## config.mk

```make
export PLATFORM = sky130hd
export DESIGN_NAME = pwr_seg_ctl
export DESIGN_NICKNAME = d
export VERILOG_FILES = /design/src/rtl/pwr_seg_ctl.sv
export SDC_FILE = /design/constraint.sdc
export NUM_CORES = 1
export LEC_CHECK = 0
export ABC_AREA = 1
export BUFFER_PORTS_ARGS = -buffer_cell sky130_fd_sc_hd__buf_2
export CAP_MARGIN = 20
export CORE_AREA = 2 2 39 41
export CTS_CLUSTER_SIZE = 40
export DETAILED_ROUTE_END_ITERATION = 8
export DIE_AREA = 0 0 41 43
export PLACE_DENSITY = 0.36
export SETUP_SLACK_MARGIN = 0.4
export SLEW_MARGIN = 20
export SYNTH_ARGS = -nofsm -noshare
export SYNTH_HDL_FRONTEND = slang
export SYNTH_SLANG_ARGS = --single-unit
```

## constraint.sdc

```tcl
create_clock -name tck -period 0.9 [get_ports tck]
set_input_delay 0.045 -clock tck [delete_from_list [all_inputs] [get_ports tck]]
set_output_delay 0.045 -clock tck [all_outputs]
set_load 0.05 [all_outputs]
```

## src/rtl/pwr_seg_ctl.sv

```systemverilog
module pwr_seg_ctl (
  input  logic tck,
  input  logic trst_n,
  input  logic cap_en,
  input  logic shift_en,
  input  logic upd_en,
  input  logic si,
  output logic so,
  output logic seg_si,
  input  logic seg_so,
  input  logic pwr_sense,
  output logic pwr_force,
  output logic seg_sel,
  input  logic mode_in,
  output logic seg_mode
);

  logic pwr_sh, ctl_sh, pwr_up, ctl_up;

  always_ff @(posedge tck or negedge trst_n)
    if (!trst_n) begin
      pwr_sh <= 1'b0;
      ctl_sh <= 1'b0;
    end else if (cap_en) begin
      pwr_sh <= pwr_sense;
      ctl_sh <= ctl_up;
    end else if (shift_en) begin
      pwr_sh <= si;
      ctl_sh <= pwr_sh;
    end

  always_ff @(posedge tck or negedge trst_n)
    if (!trst_n) begin
      pwr_up <= 1'b0;
      ctl_up <= 1'b0;
    end else if (upd_en) begin
      pwr_up <= pwr_sh;
      ctl_up <= ctl_sh;
    end

  assign pwr_force = pwr_up;
  assign seg_sel   = ctl_up;
  assign seg_si    = ctl_sh;
  assign so        = ctl_up ? seg_so : ctl_sh;
  assign seg_mode  = mode_in & ctl_up;

  a_r1_reset_state: assert property (@(posedge tck)
    !trst_n |-> (!pwr_force && !seg_sel));

  a_r2_sense_captured: assert property (@(posedge tck) disable iff (!trst_n)
    cap_en |=> (pwr_sh == $past(pwr_sense)));

  a_r4_self_monitor: assert property (@(posedge tck) disable iff (!trst_n)
    cap_en |=> (ctl_sh == $past(seg_sel)));

  a_r3_override_update: assert property (@(posedge tck) disable iff (!trst_n)
    upd_en |=> (pwr_force == $past(pwr_sh) && seg_sel == $past(ctl_sh)));

  a_r6_select_held: assert property (@(posedge tck) disable iff (!trst_n)
    !upd_en |=> ($stable(seg_sel) && $stable(pwr_force)));

  a_r5_short_path: assert property (@(posedge tck) disable iff (!trst_n)
    (shift_en && !cap_en && !upd_en && !seg_sel) |=> (so == $past(pwr_sh)));

endmodule

```

**After elaboration in Yosys (flattened, before gate mapping)**

Cells that the tools add are included.

- Reduce and logical (&&, ||, !) cells: 1
- Mux-type cells: 5
- Bitwise operators: 1

Operators with widths:

| operator | count |
|---|---|
| $mux 1 | 5 |
| $reduce_bool 2->1 | 1 |
| $and 1x1->1 | 1 |

- Logic and storage cells: 11
- Flip-flop bits (word level): 4

**Longest topological paths before layout**

- Depth after elaboration: 2
- Gate-level depth with buffers: 3
- Gate-level depth less buffers: 3

**Worst setup path before layout**

OpenSTA, ideal clock, no wires.

- Kind: reg2out
- Start: register ctl_up (netlist: seg_sel)
- End: output port so
- Arrival time: 1142 ps
- Slack: -287 ps
- Stages on the path, launching flop included: 4
- Path buffers: 0
- Path through: dfrtp_1 > inv_1 > nand2_1 > nand2_1

- Word-level cells in the longest chain between the ends: 1

RTL lines:

| element | RTL line | source |
|---|---|---|
| start, declared | 18 | `logic pwr_sh, ctl_sh, pwr_up, ctl_up;` |
| start signal, assigned | 38 | `ctl_up <= ctl_sh;` |
| $mux 1 | 44 | `assign so = ctl_up ? seg_so : ctl_sh;` |
| end, declared | 8 | `output logic so,` |

No other way between the ends.

**Worst setup path in the final report**

Same ends and word-level chain as after synthesis.

==> results.txt <==
Post-DRT Antenna Nets -> 0
Die W -> 41 um
Met3 wire len -> 52 um
Setup TNS -> -0.419 ns
CTS max path bufs -> 2
Placed Area -> 308 um^2
Critical Path RT -> 0.85 ns
CTS buffer count -> 3
Ant diodes -> 0
Final hold violations -> 0
Post-Route Skew -> 0.00614 ns
Max Slew Vio Count -> 0
Initial Util -> 0.137
Sinks on Clock Net -> 4
I/O Buffers -> 13
Seq/Total Area, Yosys -> 0.526
Final worst path period share -> 1.14
Gp weighted congestion -> 0.609
Total GRT Usage -> 0.0694
Wl on met1 -> 238 um
Die Height -> 43 um
Most frequent cells in the layout -> 9 x buf_2, 7 x nand2_1, 5 x buf_6, 4 x nand3_1
Via-to-Cell Ratio -> 3.72
Vias -> 238
Synth warnings -> 0
Clock period minus worst slack -> 1.03 ns
Max Cap Viol -> 0
Share of layout cells above drive strength 1 -> 0.667
Finish-stage setup viols -> 5
Place WS -> -0.00744 ns
Clk Tree Root Cell -> clkbuf_4
Clk_lat worst skew -> 0.24 ns
Drt drc -> 0
Total nets after synthesis -> 34
DR top layer -> met3
Crit path max fanout -> 4
Distinct cells, synth -> 7
Fin util -> 0.301
Clk pin slew, worst setup/hold paths -> 0.04 ns
Hold slack -> 0.0355 ns
Metal2 WL -> 235 um
Fmax -> 975 MHz
Die area -> 1760 um^2
Final Instance Area -> 417 um^2
Register bit total from synthesis -> 4
CTS HTree Levels -> 1
Vias in the first global route -> 197
Layout fillers -> 164
Worst setup EP type -> output port
Pwr Total -> 840 uW
CP Launch Type -> register
Final net count -> 58
Critical path class -> reg -> out
Top Ports -> 14
Final cell count without fillers -> 64
Grt total ovfl -> 0
Worst Path Arrival -> 0.98 ns
Worst-margin pin slew -> 0.249 ns
Leading cell type in the layout, fill and taps excluded -> buf_2
Peak VDD IR -> 0.607 mV
Initial antenna violation count -> 0
LEAKAGE -> 0.206 nW
Final WL -> 526 um
Final worst setup slack -> -0.125 ns
First-pass GRT wire length -> 800 um
Core footprint -> 1380 um^2
HP Class -> in -> reg
Status -> finished, violations left
FP Rows -> 14
Placed cells -> 56
Drt first pass iters -> 4
RSZ-0062 raised after global routing -> true
Syn Area/Cell -> 7.61 um^2
CTS tree -> done
PwrDens -> 2020 nW/um^2
Cell count after synthesis -> 25
Area growth syn-to-layout -> 119%
Wire per inst -> 8.22 um
Failing checks -> setup timing
Initial DRC Count -> 6
Worst slew margin -> 0.835
Largest net degree at the start of global routing -> 5
Synth Cell Area -> 190 um^2
-- final cells by class --
| cell class | count | area (um^2) | share of cell area |
|---|---|---|---|
| inverters | 4 | 18.8 | 0.0450 |
| well taps | 16 | 20.0 | 0.0480 |
| flip-flops and latches | 4 | 104 | 0.249 |
| multi-input cells | 17 | 91.3 | 0.219 |
| repair buffers | 19 | 156 | 0.375 |
| clock buffers | 4 | 26.3 | 0.0631 |
-- kinds of logic after synthesis --
kind of cell	Yosys count	synth area share
simple gates	15	0.322
flops	4	0.526
buf+inv	4	0.0789
compound gates	2	0.0724
-- path summary, 6_finish.rpt --
kind,cells past startpoint,to,from,slack (ns)
hold / removal,3,pwr_sh,pwr_sense,0.04
setup reg to reg,5,seg_sel,seg_sel,-0.04
setup / recovery,4,so,seg_sel,-0.13
hold reg to reg,2,pwr_sh,pwr_sh,0.52
max in group asynchronous,2,pwr_force,trst_n,0.60
min in group asynchronous,2,seg_sel,trst_n,0.16
-- synthesized netlist by cell type (all sizes together) --
cell type / n / area, um^2
dfrtp: 4 / 100
inv: 4 / 15.0
nand2: 10 / 37.5
nand3: 4 / 20.0
o21ai: 2 / 13.8
nor2: 1 / 3.75
-- critical path: stages (launching register included) --
cell	delay, ns
dfrtp_2	0.42
inv_2	0.07
nand2_2	0.06
nand2_4	0.06
buf_8	0.13
-- per-layer routing --
metal,vias up,global-route usage
met1,102,0.0939
met2,12,0.0875
met3,0,0.0157
met4,0,0.0600
met5,-,0
li1,124,-
-- what timing repair did --
action,4_1_cts,5_1_grt
pin swaps,3,2
buffers inserted,2,1
gates resized for setup,14,2
endpoints found under the setup margin,9,9
hold buffers,1,0
endpoints found under the hold margin,4,0
-- registers in the layout (all words and copies together), names as in the netlist --
name,count
pwr_sh,1
seg_si,1
pwr_force,1
seg_sel,1
-- where the power goes --
part | internal [mW] | total [mW] | switching [mW]
registers | 0.208 | 0.234 | 0.0267
logic | 0.160 | 0.358 | 0.198
clock network | 0.167 | 0.247 | 0.0806
total | 0.534 | 0.840 | 0.306
Power figures use the tool's default switching activity.
